<file path="src/rtl/imd_pkg.sv">
package imd_pkg;

    typedef enum logic [3:0] {
        OP_MULL   = 4'd0,
        OP_MULUH  = 4'd1,
        OP_MULSH  = 4'd2,
        OP_MUL16U = 4'd3,
        OP_MUL16S = 4'd4,
        OP_QUOU   = 4'd5,
        OP_QUOS   = 4'd6,
        OP_REMU   = 4'd7,
        OP_REMS   = 4'd8
    } imd_op_e;

    typedef enum logic [1:0] {
        ST_IDLE = 2'd0,
        ST_MUL  = 2'd1,
        ST_DIV  = 2'd2,
        ST_DONE = 2'd3
    } imd_state_e;

    function automatic logic op_is_div(input logic [3:0] code);
        return (code >= 4'd5) && (code <= 4'd8);
    endfunction

    function automatic logic op_is_signed_div(input logic [3:0] code);
        return (code == 4'd6) || (code == 4'd8);
    endfunction

    function automatic logic op_is_rem(input logic [3:0] code);
        return (code == 4'd7) || (code == 4'd8);
    endfunction

endpackage

</file>
<file path="src/rtl/imd_mul.sv">
module imd_mul
    import imd_pkg::*;
#(
    parameter int W = 32
) (
    input  logic [3:0]   op,
    input  logic [W-1:0] a,
    input  logic [W-1:0] b,
    output logic [W-1:0] y
);
    localparam int HW = W / 2;
    localparam int XW = W + 1;
    localparam int PW = 2 * XW;

    logic signed [XW-1:0] ax;
    logic signed [XW-1:0] bx;
    logic signed [PW-1:0] prod;

    always_comb begin
        ax = '0;
        bx = '0;
        unique case (op)
            OP_MULL, OP_MULUH: begin
                ax = {1'b0, a};
                bx = {1'b0, b};
            end
            OP_MULSH: begin
                ax = {a[W-1], a};
                bx = {b[W-1], b};
            end
            OP_MUL16U: begin
                ax = {{(XW-HW){1'b0}}, a[HW-1:0]};
                bx = {{(XW-HW){1'b0}}, b[HW-1:0]};
            end
            OP_MUL16S: begin
                ax = {{(XW-HW){a[HW-1]}}, a[HW-1:0]};
                bx = {{(XW-HW){b[HW-1]}}, b[HW-1:0]};
            end
            default: begin
                ax = '0;
                bx = '0;
            end
        endcase
    end

    assign prod = ax * bx;

    always_comb begin
        unique case (op)
            OP_MULL, OP_MUL16U, OP_MUL16S: y = prod[W-1:0];
            OP_MULUH, OP_MULSH:            y = prod[2*W-1:W];
            default:                       y = '0;
        endcase
    end

endmodule

</file>
<file path="src/rtl/imd_div.sv">
module imd_div #(
    parameter int W = 32
) (
    input  logic         clk,
    input  logic         rst_n,
    input  logic         load,
    input  logic [W-1:0] dvd,
    input  logic [W-1:0] dvs,
    output logic [W-1:0] quo,
    output logic [W-1:0] rem,
    output logic         fin
);
    localparam int CW = $clog2(W + 1);
    localparam logic [CW-1:0] LAST = CW'(W);

    logic [CW-1:0] cnt;
    logic [W-1:0]  part;
    logic [W-1:0]  qsh;
    logic [W-1:0]  dvs_q;
    logic [W:0]    shifted;
    logic [W:0]    trial;

    assign shifted = {part, qsh[W-1]};
    assign trial   = shifted - {1'b0, dvs_q};

    always_ff @(posedge clk or negedge rst_n) begin
        if (!rst_n) begin
            cnt   <= LAST;
            part  <= '0;
            qsh   <= '0;
            dvs_q <= '0;
        end else if (load) begin
            cnt   <= '0;
            part  <= '0;
            qsh   <= dvd;
            dvs_q <= dvs;
        end else if (cnt != LAST) begin
            cnt <= cnt + 1'b1;
            if (!trial[W]) begin
                part <= trial[W-1:0];
                qsh  <= {qsh[W-2:0], 1'b1};
            end else begin
                part <= shifted[W-1:0];
                qsh  <= {qsh[W-2:0], 1'b0};
            end
        end
    end

    assign fin = (cnt == LAST);
    assign quo = qsh;
    assign rem = part;

    p_cnt_bound_r9: assert property (@(posedge clk) disable iff (!rst_n)
        cnt <= LAST);

    p_rem_below_dvs_r4: assert property (@(posedge clk) disable iff (!rst_n)
        (fin && dvs_q != '0) |-> (part < dvs_q));

    p_step_advances_r9: assert property (@(posedge clk) disable iff (!rst_n)
        (!fin && !load) |=> (cnt == $past(cnt) + 1'b1));

endmodule

</file>
<file path="src/rtl/imd_unit.sv">
module imd_unit
    import imd_pkg::*;
#(
    parameter int W = 32
) (
    input  logic         clk,
    input  logic         rst_n,
    input  logic         start,
    input  logic [3:0]   op,
    input  logic [31:0]  opa,
    input  logic [31:0]  opb,
    output logic         busy,
    output logic         done,
    output logic [31:0]  result,
    output logic         dz_flag
);
    imd_state_e state, state_nx;

    logic [3:0]   op_q;
    logic [W-1:0] a_q, b_q;
    logic         quo_neg_q, rem_neg_q;
    logic [W-1:0] result_q;
    logic         dz_q;

    logic         accept;
    logic         div_req;
    logic         dz_req;
    logic         div_load;
    logic         neg_a, neg_b;
    logic [W-1:0] mag_a, mag_b;
    logic [W-1:0] mul_y;
    logic [W-1:0] dq, dr, dq_fix, dr_fix;
    logic         div_fin;

    assign accept   = start && (state == ST_IDLE);
    assign div_req  = op_is_div(op);
    assign dz_req   = div_req && (opb == '0);
    assign div_load = accept && div_req && !dz_req;

    assign neg_a = op_is_signed_div(op) && opa[W-1];
    assign neg_b = op_is_signed_div(op) && opb[W-1];
    assign mag_a = neg_a ? (~opa + 1'b1) : opa;
    assign mag_b = neg_b ? (~opb + 1'b1) : opb;

    imd_mul #(.W(W)) u_mul (
        .op (op_q),
        .a  (a_q),
        .b  (b_q),
        .y  (mul_y)
    );

    imd_div #(.W(W)) u_div (
        .clk   (clk),
        .rst_n (rst_n),
        .load  (div_load),
        .dvd   (mag_a),
        .dvs   (mag_b),
        .quo   (dq),
        .rem   (dr),
        .fin   (div_fin)
    );

    assign dq_fix = quo_neg_q ? (~dq + 1'b1) : dq;
    assign dr_fix = rem_neg_q ? (~dr + 1'b1) : dr;

    // state register
    always_ff @(posedge clk or negedge rst_n) begin
        if (!rst_n) state <= ST_IDLE;
        else        state <= state_nx;
    end

    // next-state logic
    always_comb begin
        state_nx = state;
        unique case (state)
            ST_IDLE: begin
                if (accept) begin
                    if (!div_req)    state_nx = ST_MUL;
                    else if (dz_req) state_nx = ST_DONE;
                    else             state_nx = ST_DIV;
                end
            end
            ST_MUL:  state_nx = ST_DONE;
            ST_DIV:  if (div_fin) state_nx = ST_DONE;
            ST_DONE: state_nx = ST_IDLE;
            default: state_nx = ST_IDLE;
        endcase
    end

    // operand capture and result register
    always_ff @(posedge clk or negedge rst_n) begin
        if (!rst_n) begin
            op_q      <= '0;
            a_q       <= '0;
            b_q       <= '0;
            quo_neg_q <= 1'b0;
            rem_neg_q <= 1'b0;
            result_q  <= '0;
            dz_q      <= 1'b0;
        end else begin
            unique case (state)
                ST_IDLE: begin
                    if (accept) begin
                        op_q      <= op;
                        a_q       <= opa;
                        b_q       <= opb;
                        quo_neg_q <= !op_is_rem(op) && (neg_a ^ neg_b);
                        rem_neg_q <= op_is_rem(op) && neg_a;
                        dz_q      <= dz_req;
                    end
                end
                ST_MUL: result_q <= mul_y;
                ST_DIV: begin
                    if (div_fin) result_q <= op_is_rem(op_q) ? dr_fix : dq_fix;
                end
                ST_DONE: dz_q <= 1'b0;
                default: dz_q <= 1'b0;
            endcase
        end
    end

    assign busy    = (state != ST_IDLE);
    assign done    = (state == ST_DONE);
    assign result  = result_q;
    assign dz_flag = dz_q;

    p_done_pulse_r8: assert property (@(posedge clk) disable iff (!rst_n)
        done |=> !done);

    p_busy_after_accept_r8: assert property (@(posedge clk) disable iff (!rst_n)
        (start && !busy) |=> busy);

    p_done_then_idle_r8: assert property (@(posedge clk) disable iff (!rst_n)
        done |=> !busy);

    p_dz_only_with_done_r7: assert property (@(posedge clk) disable iff (!rst_n)
        dz_flag |-> done);

    p_dz_keeps_result_r7: assert property (@(posedge clk) disable iff (!rst_n)
        dz_flag |-> $stable(result));

    p_busy_ignores_start_r10: assert property (@(posedge clk) disable iff (!rst_n)
        (busy && !done) |=> $stable(op_q) && $stable(a_q) && $stable(b_q));

endmodule

</file>
<file path="config.mk">
export PLATFORM = sky130hd
export DESIGN_NAME = imd_unit
export DESIGN_NICKNAME = d
export VERILOG_FILES = /design/src/rtl/imd_pkg.sv /design/src/rtl/imd_mul.sv /design/src/rtl/imd_div.sv /design/src/rtl/imd_unit.sv
export SDC_FILE = /design/constraint.sdc
export NUM_CORES = 2
export LEC_CHECK = 0
export ABC_AREA = 1
export BUFFER_PORTS_ARGS = -buffer_cell sky130_fd_sc_hd__buf_4
export CAP_MARGIN = 30
export CORE_ASPECT_RATIO = 2
export CORE_MARGIN = 5
export CORE_UTILIZATION = 60
export DETAILED_ROUTE_END_ITERATION = 8
export PLACE_DENSITY = 0.78
export SYNTH_ARGS = -nofsm -noshare
export SYNTH_HDL_FRONTEND = slang
export SYNTH_SLANG_ARGS = --single-unit
</file>
<file path="constraint.sdc">
create_clock -name clk -period 8.6 [get_ports clk]
set_input_delay 0.43 -clock clk [delete_from_list [all_inputs] [get_ports clk]]
set_output_delay 0.43 -clock clk [all_outputs]
set_load 0.01 [all_outputs]
</file>
Yosys cells after proc, flatten, opt, wreduce, memory -nomap -nowiden
Index checks and enable logic that the tools add are counted.
Widths: inputs -> output; s select.

word-level totals
  register bits after elaboration = 207
  input port bits = 71
  output and inout bits = 35
  word-level logic and storage cells = 95

cells by class
  add/subtract/negate cells = 6
  multiply operators = 1
  order comparisons = 2
  eq/ne operators = 16
  muxes and demuxes = 25
  bitwise gates (word level) = 5
  reductions and logical operators = 28

operators with widths
  kind                   number
  $mux 32                11
  $pmux 33 s4            2
  $add 32x1->32 const B  4
  $not 32->32            4
  $pmux 32 s2            2
  $mul 33x33->64         1
  $sub 33x32->33         1
  $logic_not 32->1       1
  $eq 4x3->1 const B     4
  $mux 6                 2
  $logic_and 1x1->1      9
  $eq 4x2->1 const B     2
  $eq 4x4->1 const B     2
  $pmux 2 s4             1
  $reduce_and 2->1       4
  $reduce_bool 2->1      4
  $add 6x1->6 const B    1
  $eq 6x6->1 const B     1
  $mux 2                 3
  $ne 6x6->1 const B     1
  $eq 2x2->1 const B     2
  $eq 4x1->1 const B     1
  $ge 4x3->1 const B     1
  $le 4x4->1 const B     1
  11 further kinds       18

Logic depth before layout (Yosys ltp)
  word-level depth = 7
  gate-level depth with buffers = 42
  gate-level depth less buffers = 40

Hierarchy
From an unflattened synthesis, not the netlist that was laid out.

second synthesis, totals
  cell total of the unflattened synthesis = 7,248
  area, all modules = 54,762.5 µm²

modules (own cells, without submodules)
  module    instances  cells each  area an instance (µm²)  sequential area each (µm²)
  imd_mul   1          4,883       39,511.6                0.0
  imd_unit  1          1,302       8,267.9                 2,627.5
  imd_div   1          1,063       6,982.9                 2,553.7

Worst setup path after synthesis
OpenSTA, ideal clock, no wires.

  kind = reg-to-reg
  start = register op_q[3]
  end = register result_q[29], in the netlist result[29]
  setup time = 116 ps
  arrival time = 7,831 ps
  required time = 8,484 ps
  slack = 653 ps
  stages on the path, launching flop included = 38
  path buffers = 2
  clock period less this slack = 7,947 ps
  path through = dfrtp_1 nor2_2 nand2_1 nor2_2 nor2_4 buf_4 nor2_1 buf_2 nand2_1 inv_1 fa_1 inv_1 fa_1 inv_1 fa_1 fa_1 inv_1 fa_1 (+2 left out) fa_1 inv_1 fa_1 inv_1 ha_1 nand2_1 nor2_1 inv_1 nor2_1 nand2_1 nor3_1 nand2_1 nand3_1 nand2_1 nand3_1 nand2_1 nand2_1 nand2_1

between the ends
  longest elaborated chain between the ends = 6
  elaborated cells on any way between the ends = 18
  those cells by class = mul (1); eq/ne (6); mux (6); reduce/logical (5)

ends and longest elaborated chain
  item                                                  RTL line                      source
  from (decl)                                           imd_unit.sv:19                logic [3:0] op_q;
  from (signal assigned)                                imd_unit.sv:104               op_q <= op;
  $eq 4x1->1 / $logic_not 4->1 (equally long branches)  imd_mul.sv:22, imd_mul.sv:49
  $reduce_or 2->1                                       imd_mul.sv:22                 unique case (op)
  $pmux 33 s4                                           imd_mul.sv:22
  $mul 33x33->64                                        imd_mul.sv:46                 assign prod = ax * bx;
  $pmux 32 s2                                           imd_mul.sv:49                 unique case (op)
  $pmux 32 s2 (*)                                       imd_unit.sv:101               unique case (state)
  to (signal assigned)                                  imd_unit.sv:112               ST_MUL: result_q <= mul_y;
  to (signal assigned)                                  imd_unit.sv:114               if (div_fin) result_q <= op_is_rem(op_q) ? dr_fix : dq_fix;
  to (decl)                                             imd_unit.sv:22                logic [W-1:0] result_q;

Mark *: on every way between the ends. The rest lies on a longest branch, timed or not. The select of a mux whose other input is x is not followed.
A chain may end at the register's enable or synchronous reset.

Final worst setup path
  start = register op_q[0]
  end = register result_q[8], in the netlist result[8]

Same word-level chain as after synthesis.

==> impl_metrics.prom <==
# TYPE chip_impl_metric gauge
chip_impl_metric{name="fp.dieArea",unit="mm^2"} 0.0965
chip_impl_info{name="critical_path.slowest_cell",value="sky130_fd_sc_hd__fa_1"} 1
chip_impl_metric{name="setup-violations-final",unit=""} 0
chip_impl_info{name="cpMostUsedCell",value="sky130_fd_sc_hd__fa_1"} 1
chip_impl_info{name="ys_top_cells_by_area",value="sky130_fd_sc_hd__fa_1, sky130_fd_sc_hd__inv_1, sky130_fd_sc_hd__nand2_1, sky130_fd_sc_hd__dfrtp_1, sky130_fd_sc_hd__ha_1"} 1
chip_impl_metric{name="syn2layout_area_growth",unit="%"} 14.0
chip_impl_info{name="ranking_of_synthesized_cells_by_instance_count",value="sky130_fd_sc_hd__inv_1, sky130_fd_sc_hd__nand2_1, sky130_fd_sc_hd__fa_1"} 1
chip_impl_metric{name="row_count",unit=""} 155
chip_impl_metric{name="layout_worst_path_cycle_share",unit="%"} 99.1
chip_impl_metric{name="yosys.area_share.adder",unit="%"} 47.6
chip_impl_metric{name="post_synth_and_or_nand_nor_area_fraction",unit="%"} 20.3
chip_impl_metric{name="worst_slew_pin_slew",unit="ps"} 978
chip_impl_metric{name="detail_route.first_pass.iterations",unit=""} 9
chip_impl_metric{name="number_of_antenna_violations_at_the_first_check_in_global_routing",unit=""} 11
chip_impl_metric{name="final_period_minus_worst_setup_slack",unit="ps"} 8520
chip_impl_info{name="critical_path.endpoint_type",value="flip-flop"} 1
chip_impl_metric{name="placedInstanceArea",unit="mm^2"} 0.0596
chip_impl_metric{name="via_per_inst",unit=""} 6.05
chip_impl_metric{name="htreeDepth",unit=""} 1
chip_impl_metric{name="place.gp.congestion",unit=""} 1.08
chip_impl_metric{name="synthCells",unit=""} 7045
chip_impl_metric{name="yosys_warnings",unit=""} 0
chip_impl_metric{name="antenna_left",unit=""} 0
chip_impl_metric{name="detailedPlacementHpwl",unit="mm"} 197
chip_impl_metric{name="grt_max_degree",unit=""} 107
chip_impl_info{name="hp-class",value="primary input to flip-flop"} 1
chip_impl_metric{name="detail_route.iter0.violations",unit=""} 5029
chip_impl_metric{name="timing.critical_path.fanout_max",unit=""} 12
chip_impl_metric{name="number_of_global_route_vias_before_repair",unit=""} 58125
chip_impl_info{name="outcome",value="complete, no violations"} 1
chip_impl_metric{name="global_route_wire_length_before_repair",unit="mm"} 361
chip_impl_metric{name="number_of_buffers_added_by_the_clock_tree_synthesis_step",unit=""} 18
chip_impl_metric{name="synth_compound_area_share",unit="%"} 6.86
chip_impl_metric{name="syn_area",unit="mm^2"} 0.0540
chip_impl_metric{name="max-clock-path-buffers",unit=""} 3
chip_impl_metric{name="timing_hold_violations_final",unit=""} 0
chip_impl_metric{name="seq_area_frac_synth",unit="%"} 9.59
chip_impl_info{name="combinational_family_with_the_most_area_after_synthesis",value="adder cells"} 1
chip_impl_metric{name="grt-ovfl-total",unit=""} 0
chip_impl_metric{name="drt_wl_total",unit="mm"} 239
chip_impl_metric{name="timing.max_cap.violations",unit=""} 0
chip_impl_metric{name="synthArstFlopShare",unit="%"} 100
chip_impl_metric{name="stdcell_count",unit=""} 8651
chip_impl_metric{name="clk_transition_reported_paths",unit="ps"} 100
chip_impl_metric{name="drc",unit=""} 0
chip_impl_metric{name="port-buffer-count",unit=""} 105
chip_impl_metric{name="nFillCells",unit=""} 7586
chip_impl_metric{name="relSlewSlack",unit="%"} 34.1
chip_impl_metric{name="number_of_enable_flip_flop_cells_after_synthesis",unit=""} 0
chip_impl_metric{name="postSynthNetCount",unit=""} 8495
chip_impl_metric{name="start_util",unit="%"} 60.4
chip_impl_metric{name="nets",unit=""} 8902
chip_impl_metric{name="final_max_slew_viol_count",unit=""} 0
chip_impl_metric{name="vias",unit=""} 52305
chip_impl_metric{name="final.setup_skew",unit="ps"} 25.9
chip_impl_info{name="worstSetupStartpointType",value="flip-flop"} 1
chip_impl_metric{name="synthDominantCellAreaShare",unit="%"} 41.7
chip_impl_info{name="tritoncts",value="built"} 1
chip_impl_metric{name="global_route.usage.total",unit="%"} 51.0
chip_impl_metric{name="fp.dieW",unit="um"} 222
chip_impl_info{name="netlist.top_cell.by_area",value="sky130_fd_sc_hd__fa_1"} 1
chip_impl_info{name="path_class",value="flip-flop to flip-flop"} 1
chip_impl_info{name="rsz0062_at_grt",value="yes"} 1
chip_impl_info{name="postSynth.topFlopCell",value="sky130_fd_sc_hd__dfrtp_1"} 1
chip_impl_metric{name="synth.ff_latch_count",unit=""} 207
chip_impl_metric{name="core-area",unit="mm^2"} 0.0894
chip_impl_metric{name="synth_xor_area_share",unit="%"} 1.36
chip_impl_metric{name="worstHoldPathCells",unit=""} 3
chip_impl_info{name="cts-root-buf",value="sky130_fd_sc_hd__clkbuf_16"} 1
chip_impl_metric{name="wire_per_inst",unit="um"} 27.7
chip_impl_metric{name="layout.cell_area.non_filler",unit="mm^2"} 0.0616
chip_impl_metric{name="boundaryPins",unit=""} 106
chip_impl_metric{name="worst-r2r-cell-count",unit=""} 34
chip_impl_metric{name="cp.required",unit="ps"} 9020
chip_impl_metric{name="die_y",unit="um"} 434
chip_impl_metric{name="post_synth_mux_area_share",unit="%"} 0
chip_impl_metric{name="cp_arrival",unit="ps"} 8940
chip_impl_metric{name="clock-sinks",unit=""} 207
chip_impl_metric{name="total_negative_setup_slacks",unit="ps"} 0
chip_impl_metric{name="netlist-cell-type-count",unit=""} 56
chip_impl_metric{name="clock_insertion_delay_worst_skew",unit="ps"} 550
chip_impl_metric{name="fmax_achieved",unit="GHz"} 0.117
chip_impl_info{name="most_frequently_used_cell_type_in_the_post_synthesis_netlist",value="sky130_fd_sc_hd__inv_1"} 1
chip_impl_metric{name="post_route_cells_drive_above_1_share",unit="%"} 13.7
chip_impl_metric{name="dp.cells",unit=""} 8588
chip_impl_metric{name="slowest_delay",unit="ps"} 630
chip_impl_metric{name="syn_area_per_cell",unit="um^2"} 7.67
[kinds of logic (layout without fill, tap and decap cells)]
group | count (synthesis) | in the layout
adders and majority gates | 1379 | 1379
AOI/OAI and AO/OA | 658 | 658
and+or+nand+nor | 2717 | 2717
DFF | 207 | 207
buffers and inverters | 2000 | 2419
xor gates and xnor gates | 84 | 84
other | 0 | 10
[critical path, delay by kind of cell, from the launching register on]
| family | cells | cell delay (ps) |
|---|---|---|
| AND/OR/NAND/NOR | 12 | 1360 |
| adder cells (fa/ha/maj) | 9 | 4730 |
| flip-flops | 1 | 460 |
| buffers and inverters | 10 | 1320 |
| AO/OA/AOI/OAI | 3 | 510 |
[cell type report]
type | count | area [um^2] | share of cell area [%]
Clock buffer | 27 | 526 | 0.853
Sequential cell | 207 | 5180 | 8.41
Inverter | 1754 | 6600 | 10.7
Antenna cell | 10 | 25.0 | 0.0406
Timing Repair Buffer | 633 | 5450 | 8.84
Tap cell | 1177 | 1470 | 2.39
Clock inverter | 5 | 86.3 | 0.140
Multi-Input combinational cell | 4838 | 42300 | 68.6
[what timing repair did]
action | CTS | global route
hold buffers | 1 | 0
hold endpoints to repair | 8 | 0
resized for setup | 17 | 330
buffers inserted | 0 | 17
setup endpoints to repair | 15 | 32
pin swaps | 0 | 53
[sequential cells by signal, summed over array words and instances, names as in the netlist, 4 cells and up]
signal / cells
u_div.cnt: 6
op_q: 4
u_div.quo: 32
result: 32
u_div.rem: 32
a_q: 32
u_div.dvs_q: 32
b_q: 32
[layer usage]
metal	share of wire (%)	track usage, %	vias up
met4	17	60.3	0
li1	-	-	21545
met1	27	45.3	25182
met2	47	83.2	3640
met5	0	0.151	-
met3	9.3	16.8	1938
[worst paths after layout]
check / slack (ps) / endpoint / startpoint
max in group asynchronous: 6520 / op_q[0]$_DFFE_PN0P_ / rst_n
setup reg to reg: 80 / result[8]$_DFFE_PN0P_ / op_q[0]$_DFFE_PN0P_
hold reg to reg: 480 / u_div.cnt[5]$_DFFE_PN1P_ / u_div.cnt[5]$_DFFE_PN1P_
min in group asynchronous: 500 / u_div.quo[13]$_DFFE_PN0P_ / rst_n
hold / removal: 140 / b_q[19]$_DFFE_PN0P_ / opb[19]
setup / recovery: 80 / result[8]$_DFFE_PN0P_ / op_q[0]$_DFFE_PN0P_
[cell usage in the layout (no fill, tap or decap), types with 8 or more instances in the layout]
cell / instances
sky130_fd_sc_hd__inv_1: 1695
sky130_fd_sc_hd__nand2_1: 1487
sky130_fd_sc_hd__fa_1: 1075
sky130_fd_sc_hd__nor2_1: 712
sky130_fd_sc_hd__buf_4: 569
sky130_fd_sc_hd__o21ai_0: 271
sky130_fd_sc_hd__nand3_1: 260
sky130_fd_sc_hd__ha_1: 228
sky130_fd_sc_hd__dfrtp_1: 204
sky130_fd_sc_hd__a21oi_1: 138
sky130_fd_sc_hd__xor2_1: 62
sky130_fd_sc_hd__nor2_2: 53
sky130_fd_sc_hd__o21ai_1: 51
sky130_fd_sc_hd__fa_2: 51
sky130_fd_sc_hd__buf_12: 49
sky130_fd_sc_hd__inv_2: 45
sky130_fd_sc_hd__o21ai_2: 44
sky130_fd_sc_hd__nand4_1: 42
sky130_fd_sc_hd__nor3_1: 41
sky130_fd_sc_hd__nand2_2: 31
sky130_fd_sc_hd__a31oi_1: 28
sky130_fd_sc_hd__a21oi_2: 26
sky130_fd_sc_hd__nor2_4: 25
sky130_fd_sc_hd__o221ai_1: 24
sky130_fd_sc_hd__ha_4: 23
sky130_fd_sc_hd__xnor2_1: 22
sky130_fd_sc_hd__clkbuf_16: 19
sky130_fd_sc_hd__nand3_2: 16
sky130_fd_sc_hd__o21bai_1: 15
sky130_fd_sc_hd__o211ai_1: 12
sky130_fd_sc_hd__a21boi_0: 12
sky130_fd_sc_hd__nor3_2: 11
sky130_fd_sc_hd__diode_2: 10
sky130_fd_sc_hd__nand3b_1: 10
sky130_fd_sc_hd__buf_6: 10
sky130_fd_sc_hd__nand2_4: 8
[per-stage QoR]
step / util (%) / hold WS [ps] / setup WS [ps]
finish: 68.9 / 143 / 79.8
global route: 68.9 / 153 / -267
CTS: 67.5 / 139 / 6.59
detailed placement: 66.7 / 471 / -169
global placement: 66.7 / 466 / -131
floorplan: - / 134 / 653
Power is left out: the tool's default activity adds up to more than one toggle a clock period on the data nets, which glitch-free logic cannot reach.
